<file path="config.mk">
export PLATFORM = sky130hd
export DESIGN_NAME = fault_status_reg
export DESIGN_NICKNAME = d
export VERILOG_FILES = /design/src/rtl/fsr_pkg.sv /design/src/rtl/fsr_sync.sv /design/src/rtl/fsr_cond.sv /design/src/rtl/fsr_latch.sv /design/src/rtl/fault_status_reg.sv
export SDC_FILE = /design/constraint.sdc
export NUM_CORES = 1
export LEC_CHECK = 0
export ABC_AREA = 1
export BUFFER_PORTS_ARGS = -buffer_cell sky130_fd_sc_hd__buf_2
export CELL_PAD_IN_SITES_DETAIL_PLACEMENT = 0
export CELL_PAD_IN_SITES_GLOBAL_PLACEMENT = 1
export CORE_ASPECT_RATIO = 0.7
export CORE_MARGIN = 2
export CORE_UTILIZATION = 39
export CTS_BUF_LIST = sky130_fd_sc_hd__clkbuf_2
export DETAILED_ROUTE_END_ITERATION = 7
export GPL_TIMING_DRIVEN = 0
export PLACE_DENSITY_LB_ADDON = 0.1
export SYNTH_ARGS = -nofsm -noshare
export SYNTH_HDL_FRONTEND = slang
export SYNTH_SLANG_ARGS = --single-unit
</file>
<file path="constraint.sdc">
create_clock -name clk_i -period 1.5 [get_ports clk_i]
set_input_delay 0.075 -clock clk_i [delete_from_list [all_inputs] [get_ports clk_i]]
set_output_delay 0.075 -clock clk_i [all_outputs]
set_load 0.005 [all_outputs]
</file>
<file path="src/rtl/fsr_pkg.sv">
package fsr_pkg;
  localparam int DET_W = 10;
  localparam int REG_W = 11;

  // detector input positions
  localparam int D_PLL   = 0;
  localparam int D_QUAD  = 1;
  localparam int D_MEM   = 2;
  localparam int D_INIT  = 3;
  localparam int D_UNDER = 4;
  localparam int D_AMP   = 5;
  localparam int D_SELF  = 6;
  localparam int D_CHK   = 7;
  localparam int D_OVER  = 8;
  localparam int D_SEVERE = 9;

  // register bit positions
  localparam int F_PLL   = 0;
  localparam int F_QUAD  = 1;
  localparam int F_MEM   = 2;
  localparam int F_INIT  = 3;
  localparam int F_UNDER = 4;
  localparam int F_AMP   = 5;
  localparam int F_PWR   = 6;
  localparam int F_SELF  = 7;
  localparam int F_CHK   = 8;
  localparam int F_OVER  = 9;
  localparam int F_FAIL  = 10;

  typedef logic [DET_W-1:0] det_vec_t;
  typedef logic [REG_W-1:0] fault_vec_t;
endpackage

</file>
<file path="src/rtl/fsr_sync.sv">
module fsr_sync #(
  parameter int W      = 1,
  parameter int STAGES = 2
) (
  input  logic         clk_i,
  input  logic         rst_ni,
  input  logic [W-1:0] d_i,
  output logic [W-1:0] q_o
);
  logic [W-1:0] stg_q [STAGES];
  logic [W-1:0] stg_d [STAGES];

  for (genvar s = 0; s < STAGES; s++) begin : g_stage
    if (s == 0) begin : g_first
      always_comb stg_d[s] = d_i;
    end else begin : g_next
      always_comb stg_d[s] = stg_q[s-1];
    end

    always_ff @(posedge clk_i or negedge rst_ni) begin
      if (!rst_ni) stg_q[s] <= '0;
      else         stg_q[s] <= stg_d[s];
    end
  end

  assign q_o = stg_q[STAGES-1];
endmodule

</file>
<file path="src/rtl/fsr_cond.sv">
module fsr_cond
  import fsr_pkg::*;
#(
  parameter det_vec_t FORCE_MASK = det_vec_t'(10'b10_0000_0001)
) (
  input  det_vec_t   det_s_i,
  output fault_vec_t cond_o
);
  always_comb begin
    cond_o         = '0;
    cond_o[F_PLL]   = det_s_i[D_PLL];
    cond_o[F_QUAD]  = det_s_i[D_QUAD];
    cond_o[F_MEM]   = det_s_i[D_MEM];
    cond_o[F_INIT]  = det_s_i[D_INIT];
    cond_o[F_UNDER] = det_s_i[D_UNDER];
    cond_o[F_AMP]   = det_s_i[D_AMP];
    cond_o[F_PWR]   = det_s_i[D_UNDER] | det_s_i[D_OVER];
    cond_o[F_SELF]  = det_s_i[D_SELF] | det_s_i[D_SEVERE];
    cond_o[F_CHK]   = det_s_i[D_CHK];
    cond_o[F_OVER]  = det_s_i[D_OVER];
    cond_o[F_FAIL]  = |(det_s_i & FORCE_MASK);
  end
endmodule

</file>
<file path="src/rtl/fsr_latch.sv">
module fsr_latch #(
  parameter int W = 11
) (
  input  logic         clk_i,
  input  logic         rst_ni,
  input  logic [W-1:0] cond_i,
  input  logic         clr_i,
  output logic [W-1:0] sticky_o
);
  logic [W-1:0] sticky_q;
  logic [W-1:0] sticky_d;
  logic [W-1:0] bit_en;

  for (genvar b = 0; b < W; b++) begin : g_bit
    always_comb begin
      bit_en[b]   = cond_i[b] | clr_i;
      sticky_d[b] = cond_i[b] | (sticky_q[b] & ~clr_i);
    end

    always_ff @(posedge clk_i or negedge rst_ni) begin
      if (!rst_ni)        sticky_q[b] <= 1'b0;
      else if (bit_en[b]) sticky_q[b] <= sticky_d[b];
    end
  end

  assign sticky_o = sticky_q;

  assert_hold_R2: assert property (@(posedge clk_i) disable iff (!rst_ni)
    !clr_i |=> ((sticky_q & $past(sticky_q)) == $past(sticky_q)));

  assert_clear_R3: assert property (@(posedge clk_i) disable iff (!rst_ni)
    clr_i |=> ((sticky_q & ~$past(cond_i)) == '0));

  assert_relatch_R4: assert property (@(posedge clk_i) disable iff (!rst_ni)
    clr_i |=> ((sticky_q & $past(cond_i)) == $past(cond_i)));
endmodule

</file>
<file path="src/rtl/fault_status_reg.sv">
module fault_status_reg
  import fsr_pkg::*;
#(
  parameter int          SYNC_STAGES   = 2,
  parameter int          ADDR_W        = 8,
  parameter int          DATA_W        = 16,
  parameter logic [7:0]  FAULT_ADDR    = 8'h0A,
  parameter logic [1:0]  NORMAL_STATUS = 2'b01,
  parameter det_vec_t    FORCE_MASK    = det_vec_t'(10'b10_0000_0001)
) (
  input  logic              clk_i,
  input  logic              rst_ni,
  input  logic [DET_W-1:0]  det_i,
  input  logic              frame_done_i,
  input  logic [ADDR_W-1:0] rd_addr_i,
  output logic [DATA_W-1:0] rd_data_o,
  output logic [REG_W-1:0]  rsp_fault_o,
  output logic [1:0]        rsp_status_o
);
  localparam int PAD_W = DATA_W - REG_W;
  localparam logic [ADDR_W-1:0] HIT_ADDR = ADDR_W'(FAULT_ADDR);

  logic       rst_n_s;
  det_vec_t   det_s;
  fault_vec_t cond;
  fault_vec_t sticky;

  fsr_sync #(.W(1), .STAGES(2)) u_rst_sync (
    .clk_i (clk_i),
    .rst_ni(rst_ni),
    .d_i   (1'b1),
    .q_o   (rst_n_s)
  );

  fsr_sync #(.W(DET_W), .STAGES(SYNC_STAGES)) u_det_sync (
    .clk_i (clk_i),
    .rst_ni(rst_n_s),
    .d_i   (det_i),
    .q_o   (det_s)
  );

  fsr_cond #(.FORCE_MASK(FORCE_MASK)) u_cond (
    .det_s_i(det_s),
    .cond_o (cond)
  );

  fsr_latch #(.W(REG_W)) u_latch (
    .clk_i   (clk_i),
    .rst_ni  (rst_n_s),
    .cond_i  (cond),
    .clr_i   (frame_done_i),
    .sticky_o(sticky)
  );

  always_comb begin
    rsp_fault_o  = sticky;
    rsp_status_o = sticky[F_FAIL] ? 2'b00 : NORMAL_STATUS;
    rd_data_o    = '0;
    if (rd_addr_i == HIT_ADDR) rd_data_o = {{PAD_W{1'b0}}, sticky};
  end

  assert_power_R6: assert property (@(posedge clk_i) disable iff (!rst_n_s)
    (cond[F_UNDER] | cond[F_OVER]) |=> rsp_fault_o[F_PWR]);

  assert_status_R9: assert property (@(posedge clk_i) disable iff (!rst_n_s)
    cond[F_FAIL] |=> (rsp_status_o == 2'b00));

  assert_read_R10: assert property (@(posedge clk_i) disable iff (!rst_n_s)
    (rd_addr_i != HIT_ADDR) |-> (rd_data_o == '0));
endmodule

</file>
# Word-level counts from Yosys, hierarchy flattened
# Index checks and enable logic that the tools add are counted.
# word_totals
output_inout_bits	29
ff_bits	33
# op_classes
reduce_logical	1
eq_ne	1
bitwise_logic	36
muxes	2
# op_table
op	n
OR 1 bit	24
AND 1 bit	11
2-to-1 mux 11 bit	1
== test 8 x 4 -> 1 bit, second input constant	1
OR reduction 2 bit	1
2-to-1 mux 1 bit	1
NOT 1 bit	1

# Logic depth before layout (Yosys ltp)
# Gate-level depths: netlist (run 1).
# logic_depth
word_depth	3
mapped_depth	6

# Hierarchy
# Synthesis (run 1) repeated with hierarchy kept, for this count alone.
# hier_totals
hier_cells	128
area_unflattened_um2	1282.5
# by_module_without_submodules
mod	cells_per_inst	n_inst	area_each_um2	seq_area_each_um2
fsr_sync at u_det_sync	20	1	500.5	500.5
fsr_latch	46	1	416.6	275.3
fault_status_reg	44	1	225.2	0.0
fsr_cond	16	1	90.1	0.0
fsr_sync at u_rst_sync	2	1	50.0	50.0

# Worst setup path before layout (run 1)
# No wires, ideal clock.
# synth_timing
path_kind	reg-to-reg
from	register u_latch.sticky_q[0] (netlist: u_latch.sticky_o[0])
to	register u_latch.sticky_q[0] (netlist: u_latch.sticky_o[0])
arrival_time_ns	0.531
path_slack_ns	0.845
path_stages_with_launch	3
setup_time_ns	0.124
synth_period_minus_slack_ns	0.655
cell_sequence	dfrtp_1 inv_1 o21bai_1
# synth_between
elab_chain_cells	2
# synth_lines
item	line_no	text
from (decl)	fsr_latch.sv:10	logic [W-1:0] sticky_q;
from (signal, indexed assignment)	fsr_latch.sv:22	else if (bit_en[b]) sticky_q[b] <= sticky_d[b];
AND 1 bit	fsr_latch.sv:17	sticky_d[b] = cond_i[b] | (sticky_q[b] & ~clr_i);
OR 1 bit	fsr_latch.sv:17	
# No other way between the ends.
# A chain may end at the register's enable or synchronous reset.

# Worst setup path in the final report (run 1)
# layout_timing
from	register u_latch.sticky_q[0] (netlist: u_latch.sticky_o[0])
to	output rd_data_o[0]
# layout_between
elab_chain_cells	1
# layout_lines
item	line_no	text
2-to-1 mux 11 bit	fault_status_reg.sv:59	if (rd_addr_i == HIT_ADDR) rd_data_o = {{PAD_W{1'b0}}, sticky};
to (decl)	fault_status_reg.sv:16	output logic [DATA_W-1:0] rd_data_o,
# No other way between the ends.

==> impl_results.html, run 1 <==
<table>
<tr><th>Metric</th><th>Value</th></tr>
<tr><th colspan="2">Outcome</th></tr>
<tr><td>Run status</td><td>complete, no violations</td></tr>
<tr><th colspan="2">Global routing</th></tr>
<tr><td>Overall overflow remaining after global route</td><td>0</td></tr>
<tr><td>First-pass GRT wire length</td><td>3200 um</td></tr>
<tr><td>Antenna violations before repair</td><td>0</td></tr>
<tr><td>Total GRT Usage</td><td>a little over an eighth</td></tr>
<tr><td>Maximum number of pins on one net before global-route repair</td><td>32</td></tr>
<tr><td>Via count of the first global-routing pass</td><td>780</td></tr>
<tr><th colspan="2">Critical path</th></tr>
<tr><td>Worst reg2reg path startpoint</td><td>u_rst_sync.q_o$_DFF_PN0_</td></tr>
<tr><td>Required @ worst endpoint</td><td>1420 ps</td></tr>
<tr><td>Endpoint type of the worst setup path</td><td>output port</td></tr>
<tr><td>Data arrival time of the critical path</td><td>1000 ps</td></tr>
<tr><td>Standard cell with the maximum stage delay on the critical path</td><td>sky130_fd_sc_hd__dfrtp_1</td></tr>
<tr><td>Startpoint class of the critical path</td><td>register</td></tr>
<tr><td>Worst path top cell family by delay</td><td>flip-flops</td></tr>
<tr><td>Critical path, cell by cell</td><td>inv_1, nor2_4, buf_2</td></tr>
<tr><td>Maximum fanout along the worst path</td><td>2</td></tr>
<tr><td>Crit-path max cell delay</td><td>400 ps</td></tr>
<tr><td>Type of the setup path with the least slack</td><td>reg -&gt; out</td></tr>
<tr><td>Buffers &amp; Inverters on Critical Path</td><td>2</td></tr>
<tr><td>Launch point of the critical path</td><td>u_latch.sticky_o[0]$_DFFE_PN0P_</td></tr>
<tr><th colspan="2">STA</th></tr>
<tr><td>Post-route setup slack</td><td>roughly 420 ps</td></tr>
<tr><td>Max Freq</td><td>0.929 GHz</td></tr>
<tr><td>Number of max-slew violations in the final report</td><td>0</td></tr>
<tr><td>RSZ-0062 raised after global routing</td><td>false</td></tr>
<tr><td># setup viols final</td><td>0</td></tr>
<tr><td>Final worst path period share</td><td>71.7%</td></tr>
<tr><td>Final hold viol count</td><td>0</td></tr>
<tr><td>Final clock skew</td><td>15.6 ps</td></tr>
<tr><td>Slew @ Worst Pin</td><td>633 ps</td></tr>
<tr><td>Setup Total Neg Slack</td><td>0 ps</td></tr>
<tr><td>Slew Limit Headroom</td><td>between 50% and 60%</td></tr>
<tr><td>Time the final worst path needs with I/O delays and setup</td><td>between 1000 and 1500 ps</td></tr>
<tr><th colspan="2">Synthesis</th></tr>
<tr><td>Synth area leader</td><td>sky130_fd_sc_hd__dfrtp_1</td></tr>
<tr><td>Top-area cell type share of the netlist area</td><td>72.3%</td></tr>
<tr><td>Post-Synthesis Cell Area</td><td>1140 sq um</td></tr>
<tr><td>Share of the yosys chip area belonging to registers</td><td>72.3%</td></tr>
<tr><td>Total of warnings raised by yosys</td><td>0</td></tr>
<tr><td>Number of instances in the synthesized netlist</td><td>92</td></tr>
<tr><td>Synth cell types</td><td>12</td></tr>
<tr><td>Seq cells post-synth</td><td>33</td></tr>
<tr><td>Post-Synthesis Mean Instance Area</td><td>approximately 12 sq um</td></tr>
<tr><td>Cell types with the largest area share after synthesis</td><td>sky130_fd_sc_hd__dfrtp_1 72%, sky130_fd_sc_hd__inv_1 5.6%, sky130_fd_sc_hd__o21bai_1 5.3%</td></tr>
<tr><th colspan="2">Drt</th></tr>
<tr><td>Remaining design rule violation count</td><td>0</td></tr>
<tr><td>First drt pass iteration count</td><td>2</td></tr>
<tr><td>Via density</td><td>3.89</td></tr>
<tr><td>Remaining antenna violation count</td><td>0</td></tr>
<tr><td>Total Routed Length</td><td>1760 um</td></tr>
<tr><td>Via count of the routed design</td><td>767</td></tr>
<tr><td>Number of DRC violations after detailed-routing iteration 0</td><td>16</td></tr>
<tr><td>Average wire per standard cell</td><td>8.94 um</td></tr>
<tr><th colspan="2">Floorplan</th></tr>
<tr><td>Initial core utilization</td><td>roughly two fifths</td></tr>
<tr><td>Vertical die dimension</td><td>49.3 um</td></tr>
<tr><td>Boundary Pins</td><td>50</td></tr>
<tr><td>Die Area</td><td>3380 sq um</td></tr>
<tr><td>Number of placement rows</td><td>16</td></tr>
<tr><td>Overall die width</td><td>68.7 um</td></tr>
<tr><td>Core ar.</td><td>2780 sq um</td></tr>
<tr><th colspan="2">Cells and area</th></tr>
<tr><td>Commonest cells after routing, fill and taps aside</td><td>44 x sky130_fd_sc_hd__buf_2, 32 x sky130_fd_sc_hd__dfrtp_1, 17 x sky130_fd_sc_hd__inv_1</td></tr>
<tr><td>Number of nets in the layout</td><td>between 150 and 200</td></tr>
<tr><td>Filler cell count in the final layout</td><td>roughly 250</td></tr>
<tr><td>Diodes inserted</td><td>0</td></tr>
<tr><td>Most common cell after layout, fill and taps aside</td><td>sky130_fd_sc_hd__buf_2</td></tr>
<tr><td>Syn-to-layout area delta</td><td>41.5%</td></tr>
<tr><td>Fraction of final layout cells sized beyond drive strength 1</td><td>42.9%</td></tr>
<tr><th colspan="2">Job</th></tr>
<tr><td>Total of max-cap violations</td><td>0</td></tr>
<tr><th colspan="2">Power and ir drop</th></tr>
<tr><td>Power Dens Cells</td><td>1020 nW/um^2</td></tr>
<tr><td>Total chip power</td><td>1.64 mW</td></tr>
<tr><td>IR drop worst, VDD</td><td>between 0.5 and 0.6 mV</td></tr>
<tr><td>Cell leakage power</td><td>0.902 nW</td></tr>
<tr><th colspan="2">Clocking</th></tr>
<tr><td>TritonCTS Buffers</td><td>5</td></tr>
<tr><td>CTS tree</td><td>built</td></tr>
<tr><td>Clock Sinks</td><td>33</td></tr>
<tr><td>Post-cts sizing count</td><td>0</td></tr>
<tr><td>Number of buffers on the longest clock path</td><td>2</td></tr>
<tr><td>Clock-pin slew reported for the worst setup and hold paths after clock tree synthesis</td><td>160 ps</td></tr>
<tr><td>Root buf cell</td><td>sky130_fd_sc_hd__clkbuf_2</td></tr>
<tr><td>Number of H-tree branching levels</td><td>2</td></tr>
<tr><td>Insertion delay of the later-clocked pin in the worst-skew pair</td><td>between 300 and 400 ps</td></tr>
<tr><th colspan="2">Placement</th></tr>
<tr><td>Routability congestion estimate</td><td>0.713</td></tr>
<tr><td>Detailed placement HPWL</td><td>1250 um</td></tr>
<tr><td>Port Buffer Count</td><td>43</td></tr>
<tr><td>Post-place setup slack</td><td>~220 ps</td></tr>
<tr><th colspan="2">Min path</th></tr>
<tr><td>Worst min-delay path class</td><td>reg -&gt; async</td></tr>
</table>
-- synthesized netlist by cell type --
master	n
sky130_fd_sc_hd__inv_1	17
sky130_fd_sc_hd__nor2_2	9
sky130_fd_sc_hd__buf_4	6
sky130_fd_sc_hd__o21ai_0	3
sky130_fd_sc_hd__conb_1	2
sky130_fd_sc_hd__o21bai_1	8
sky130_fd_sc_hd__nor2_4	1
sky130_fd_sc_hd__dfrtp_1	33
sky130_fd_sc_hd__buf_6	1
sky130_fd_sc_hd__nor2_1	6
sky130_fd_sc_hd__nand2_1	5
sky130_fd_sc_hd__buf_2	1
-- registers in the layout (all words and copies together), names as in the netlist --
signal,cells
u_det_sync.q_o,10
u_rst_sync.stg_d,1
u_rst_sync.q_o,1
u_det_sync.stg_d,10
u_latch.sticky_o,11
-- timing repair --
action / in CTS / in global routing
setup buffers: 0 / 0
hold buffers: 13 / 0
setup endpoints to repair: 0 / 0
hold endpoints to repair: 13 / 0
-- through the flow --
step	hold WS [ps]	utilization, %	instance area (sq um)	cells
6_report	303	58.1	1620	197
3_5_place_dp	-137	51.1	1420	176
2_1_floorplan	-221	-	1160	97
5_1_grt	306	58.1	1620	197
4_1_cts	326	58.0	1620	197
3_3_place_gp	-140	51.1	1420	176
-- kinds of logic (layout without fill, tap and decap cells) --
group | Yosys count | after routing | synth area share, %
other cells | 2 | 7 | 0.657
simple gates | 21 | 21 | 9.53
compound gates | 11 | 11 | 6.57
buf+inv | 25 | 89 | 11.0
flops | 33 | 33 | 72.3
-- layer usage --
metal	share of wire (%)	vias to the layer above	GRT usage [%]
li1	-	393	-
met1	42	351	15.1
met2	50	23	21.5
met3	7.3	0	5.77
met4	0	0	6.00
met5	0	-	0
-- path summary, 6_finish.rpt --
check                                                  end  slack (ps)  cells past startpoint
setup / recovery                              rd_data_o[0]         420                      3
hold / removal               u_det_sync.stg_d[3]$_DFF_PN0_         300                      0
setup reg to reg           u_latch.sticky_o[9]$_DFFE_PN0P_         770                      0
hold reg to reg              u_det_sync.stg_d[3]$_DFF_PN0_         300                      0
max in group asynchronous  u_latch.sticky_o[9]$_DFFE_PN0P_         770                      0
min in group clk_i                u_rst_sync.q_o$_DFF_PN0_         360                      0
-- report_power, final --
part           total, mW  internal, mW  switching (mW)
registers          0.967         0.937          0.0299
clock network      0.546         0.285           0.261
logic              0.130        0.0787          0.0517
total               1.64          1.30           0.342
-- layout make-up --
| type | count | area [sq um] | share of cell area, % |
|---|---|---|---|
| Clock inverter | 2 | 33.8 | 2.09 |
| Inverter | 17 | 63.8 | 3.95 |
| Buffer | 8 | 61.3 | 3.79 |
| Clock buffer | 6 | 30.0 | 1.86 |
| Sequential cell | 33 | 827 | 51.2 |
| Tap cell | 36 | 45.0 | 2.79 |
| Timing Repair Buffer | 56 | 345 | 21.4 |
| Multi-Input combinational cell | 39 | 210 | 13.0 |
Power figures use the tool's default switching activity.
==> run 2, diff against run 1 <==
- ABC_AREA: 1 -> 0
- CORE_UTILIZATION: 39 -> 37
- clock period: 1.5 -> 1 ns (I/O delays scaled with it)
==> run 2 against run 1 <==
  * The flow now finishes with violations (setup timing)
  * Sequential share of layout area fell by 4.8 points
  * Area after synthesis rose by 1.9%
  * Critical path depth rose by 2
  * Design area rose by 10%
  * Total power rose by 57%
  * Clock power rose by 56%
  * Register-to-register slack got worse by 670 ps
  * Global-route usage fell by 0.75 points
  * Via count rose by 5.6%
  * Clock-buffer cell count did not move
  * Utilization rose by 3.3 points
  * Critical path type is now in -> out
  * Largest cell class unchanged
  * Highest routed layer is now met4
==> impl_results.html, run 2 <==
<table>
<tr><th>Metric</th><th>Value</th></tr>
<tr><th colspan="2">Cells and area</th></tr>
<tr><td>Most common cell after layout, fill and taps aside</td><td>sky130_fd_sc_hd__buf_2</td></tr>
<tr><td>Fraction of final layout cells sized beyond drive strength 1</td><td>51.9%</td></tr>
<tr><td>Utilization of the core after routing</td><td>61.4%</td></tr>
<tr><td>Largest register FFs</td><td>11</td></tr>
<tr><td>Number of nets in the layout</td><td>178</td></tr>
<tr><td>Commonest cells after routing, fill and taps aside</td><td>38 x sky130_fd_sc_hd__buf_2, 32 x sky130_fd_sc_hd__dfrtp_1, 13 x sky130_fd_sc_hd__dlygate4sd3_1</td></tr>
<tr><td>Syn-to-layout area delta</td><td>53.2%</td></tr>
<tr><td>Diodes inserted</td><td>0</td></tr>
<tr><th colspan="2">Global routing</th></tr>
<tr><td>Overall overflow remaining after global route</td><td>0</td></tr>
<tr><td>Antenna violations before repair</td><td>0</td></tr>
<tr><td>First-pass GRT wire length</td><td>3370 um</td></tr>
<tr><td>Total GRT Usage</td><td>12.6%</td></tr>
<tr><td>Via count of the first global-routing pass</td><td>759</td></tr>
<tr><td>Maximum number of pins on one net before global-route repair</td><td>32</td></tr>
<tr><th colspan="2">Synthesis</th></tr>
<tr><td>Cell types with the largest area share after synthesis</td><td>sky130_fd_sc_hd__dfrtp_1 71%, sky130_fd_sc_hd__nor3_2 7.7%, sky130_fd_sc_hd__a21o_1 5.2%</td></tr>
<tr><td>Commonest cells post-synth</td><td>33 x sky130_fd_sc_hd__dfrtp_1, 12 x sky130_fd_sc_hd__inv_1, 9 x sky130_fd_sc_hd__nor3_2</td></tr>
<tr><td>Most common cell in the synthesized netlist</td><td>sky130_fd_sc_hd__dfrtp_1</td></tr>
<tr><td>Share of the yosys chip area belonging to registers</td><td>71.0%</td></tr>
<tr><td>Share of synthesized registers carrying an async set or reset</td><td>100%</td></tr>
<tr><td>Post-Synthesis Mean Instance Area</td><td>about 14 sq um</td></tr>
<tr><td>Top-area cell type share of the netlist area</td><td>71.0%</td></tr>
<tr><td>Synth cell types</td><td>13</td></tr>
<tr><td>Synth area leader</td><td>sky130_fd_sc_hd__dfrtp_1</td></tr>
<tr><td>Number of instances in the synthesized netlist</td><td>82</td></tr>
<tr><td>Count of flip-flops with a built-in enable after synthesis</td><td>0</td></tr>
<tr><td>Leading register cell type out of synthesis</td><td>sky130_fd_sc_hd__dfrtp_1</td></tr>
<tr><td>Total of warnings raised by yosys</td><td>0</td></tr>
<tr><td>Post-Synthesis Cell Area</td><td>1160 sq um</td></tr>
<tr><td>Seq cells post-synth</td><td>33</td></tr>
<tr><th colspan="2">STA</th></tr>
<tr><td>Post-route setup slack</td><td>-243 ps</td></tr>
<tr><td>Final hold viol count</td><td>0</td></tr>
<tr><td>Time the final worst path needs with I/O delays and setup</td><td>1240 ps</td></tr>
<tr><td>Slew @ Worst Pin</td><td>between 600 and 700 ps</td></tr>
<tr><td>Final clock skew</td><td>10.7 ps</td></tr>
<tr><td>Final worst path period share</td><td>124%</td></tr>
<tr><td>Number of max-slew violations in the final report</td><td>0</td></tr>
<tr><td>Slew Limit Headroom</td><td>a little under 60%</td></tr>
<tr><td>RSZ-0062 raised after global routing</td><td>true</td></tr>
<tr><td>Worst Hold Margin</td><td>286 ps</td></tr>
<tr><td># setup viols final</td><td>15</td></tr>
<tr><td>Max Freq</td><td>roughly 0.80 GHz</td></tr>
<tr><th colspan="2">Clocking</th></tr>
<tr><td>Clock Sinks</td><td>33</td></tr>
<tr><td>Number of buffers on the longest clock path</td><td>2</td></tr>
<tr><td>Insertion delay of the later-clocked pin in the worst-skew pair</td><td>360 ps</td></tr>
<tr><td>Clock-pin slew reported for the worst setup and hold paths after clock tree synthesis</td><td>~160 ps</td></tr>
<tr><td>Root buf cell</td><td>sky130_fd_sc_hd__clkbuf_2</td></tr>
<tr><td>CTS tree</td><td>built</td></tr>
<tr><td>Number of H-tree branching levels</td><td>2</td></tr>
<tr><td>TritonCTS Buffers</td><td>5</td></tr>
<tr><th colspan="2">Outcome</th></tr>
<tr><td>Failing checks</td><td>setup timing</td></tr>
<tr><td>Run status</td><td>finished with violations</td></tr>
<tr><th colspan="2">Drt</th></tr>
<tr><td>Remaining antenna violation count</td><td>0</td></tr>
<tr><td>Number of DRC violations after detailed-routing iteration 0</td><td>22</td></tr>
<tr><td>First drt pass iteration count</td><td>4</td></tr>
<tr><td>Via density</td><td>roughly 4.2</td></tr>
<tr><td>Via count of the routed design</td><td>810</td></tr>
<tr><td>Remaining design rule violation count</td><td>0</td></tr>
<tr><td>Average wire per standard cell</td><td>10.9 um</td></tr>
<tr><td>Total Routed Length</td><td>2120 um</td></tr>
<tr><th colspan="2">Floorplan</th></tr>
<tr><td>Number of placement rows</td><td>16</td></tr>
<tr><td>Die Area</td><td>3620 sq um</td></tr>
<tr><td>Vertical die dimension</td><td>between 50 and 60 um</td></tr>
<tr><td>Initial core utilization</td><td>40.1%</td></tr>
<tr><td>Core ar.</td><td>2900 sq um</td></tr>
<tr><td>Boundary Pins</td><td>50</td></tr>
<tr><td>Overall die width</td><td>71.0 um</td></tr>
<tr><th colspan="2">Placement</th></tr>
<tr><td>Routability congestion estimate</td><td>0.716</td></tr>
<tr><td>Detailed placement HPWL</td><td>1400 um</td></tr>
<tr><td>Port Buffer Count</td><td>43</td></tr>
<tr><th colspan="2">Job</th></tr>
<tr><td>Total of max-cap violations</td><td>0</td></tr>
<tr><th colspan="2">Critical path</th></tr>
<tr><td>Worst reg2reg path startpoint</td><td>u_latch.sticky_o[9]$_DFFE_PN0P_</td></tr>
<tr><td>Maximum fanout along the worst path</td><td>10</td></tr>
<tr><td>Worst reg2reg setup slack</td><td>around 100 ps</td></tr>
<tr><td>Required @ worst endpoint</td><td>950 ps</td></tr>
<tr><td>Worst reg2reg path endpoint</td><td>u_latch.sticky_o[9]$_DFFE_PN0P_</td></tr>
<tr><td>Type of the setup path with the least slack</td><td>in -&gt; out</td></tr>
<tr><td>Startpoint class of the critical path</td><td>primary input</td></tr>
<tr><td>Data arrival time of the critical path</td><td>between 1000 and 1500 ps</td></tr>
<tr><td>Endpoint type of the worst setup path</td><td>output port</td></tr>
<tr><td>Number of cells on the worst reg-to-reg path</td><td>3</td></tr>
<tr><th colspan="2">Power and ir drop</th></tr>
<tr><td>Cell leakage power</td><td>0.943 nW</td></tr>
<tr><td>Power Dens Cells</td><td>approximately 1400 nW/um^2</td></tr>
<tr><td>IR drop worst, VDD</td><td>1.11 mV</td></tr>
<tr><th colspan="2">Min path</th></tr>
<tr><td>Worst min-delay path class</td><td>reg -&gt; async</td></tr>
</table>
## run 2: routing by layer
metal	share of wire [%]	global-route usage [%]	vias up	wire length, um
met5	0	0	-	0
met4	1.7	5.66	0	37
met3	9.9	5.52	5	210
met2	43	19.5	39	903
met1	46	15.4	367	970
li1	-	-	399	-
## run 2: worst max path at each step
stage	slack [ps]	cells past startpoint	end	from
after global routing	-270	5	rd_data_o[9]	rd_addr_i[7]
after detailed placement	-290	0	u_latch.sticky_o[1]$_DFFE_PN0P_	u_rst_sync.q_o$_DFF_PN0_
after floorplan	10	0	u_det_sync.q_o[0]$_DFF_PN0_	u_rst_sync.q_o$_DFF_PN0_
final	-240	5	rd_data_o[9]	rd_addr_i[7]
after global placement	-250	0	u_latch.sticky_o[1]$_DFFE_PN0P_	u_rst_sync.q_o$_DFF_PN0_
after CTS	-230	5	rd_data_o[9]	rd_addr_i[7]
## run 2: cell families (layout without fill, tap and decap cells)
logic type | count (synthesis) | in the layout | share of synthesized area, %
DFF | 33 | 33 | 71.0
buffers and inverters | 20 | 91 | 9.35
and+or+nand+nor | 16 | 16 | 12.6
AOI/OAI and AO/OA | 11 | 11 | 6.45
other | 2 | 7 | 0.645
## run 2: cell type report
cell class,count,area [sq um]
Sequential cell,33,827
Clock buffer,6,30.0
Inverter,12,45.0
Clock inverter,2,33.8
Tap cell,36,45.0
Timing Repair Buffer,63,458
Buffer,8,80.1
Fill cell,244,1120
Multi-Input combinational cell,34,264
## run 2: where the power goes
part,internal (mW),switching [mW]
clock,0.427,0.425
sequential,1.41,0.0546
combinational,0.169,0.0960
## run 2: worst max-delay path, cell delays in order
cell and delay [ps]:
sky130_fd_sc_hd__buf_2 90, sky130_fd_sc_hd__or4b_4 540, sky130_fd_sc_hd__buf_8 170, sky130_fd_sc_hd__nor3_2 180, sky130_fd_sc_hd__buf_2 150
## run 2: repair_timing
item	CTS	global route
buffers inserted	2	4
hold buffers	13	0
pin swaps	0	2
gates resized for setup	7	13
setup endpoints to repair	43	20
hold endpoints to repair	15	0
cloned	0	1
## run 2: metrics by stage
step                      worst slack (ps)  power [mW]  std cells  setup TNS (ps)  instance area [sq um]
after floorplan                       14.2        1.56         87               0                   1180
after global placement                -253        1.64        166           -9650                   1440
after detailed placement              -289        1.65        166          -10840                   1440
after CTS                             -227        2.56        189           -2240                   1680
after global routing                  -265        2.70        194           -3120                   1780
final                                 -243        2.58        194           -2260                   1780
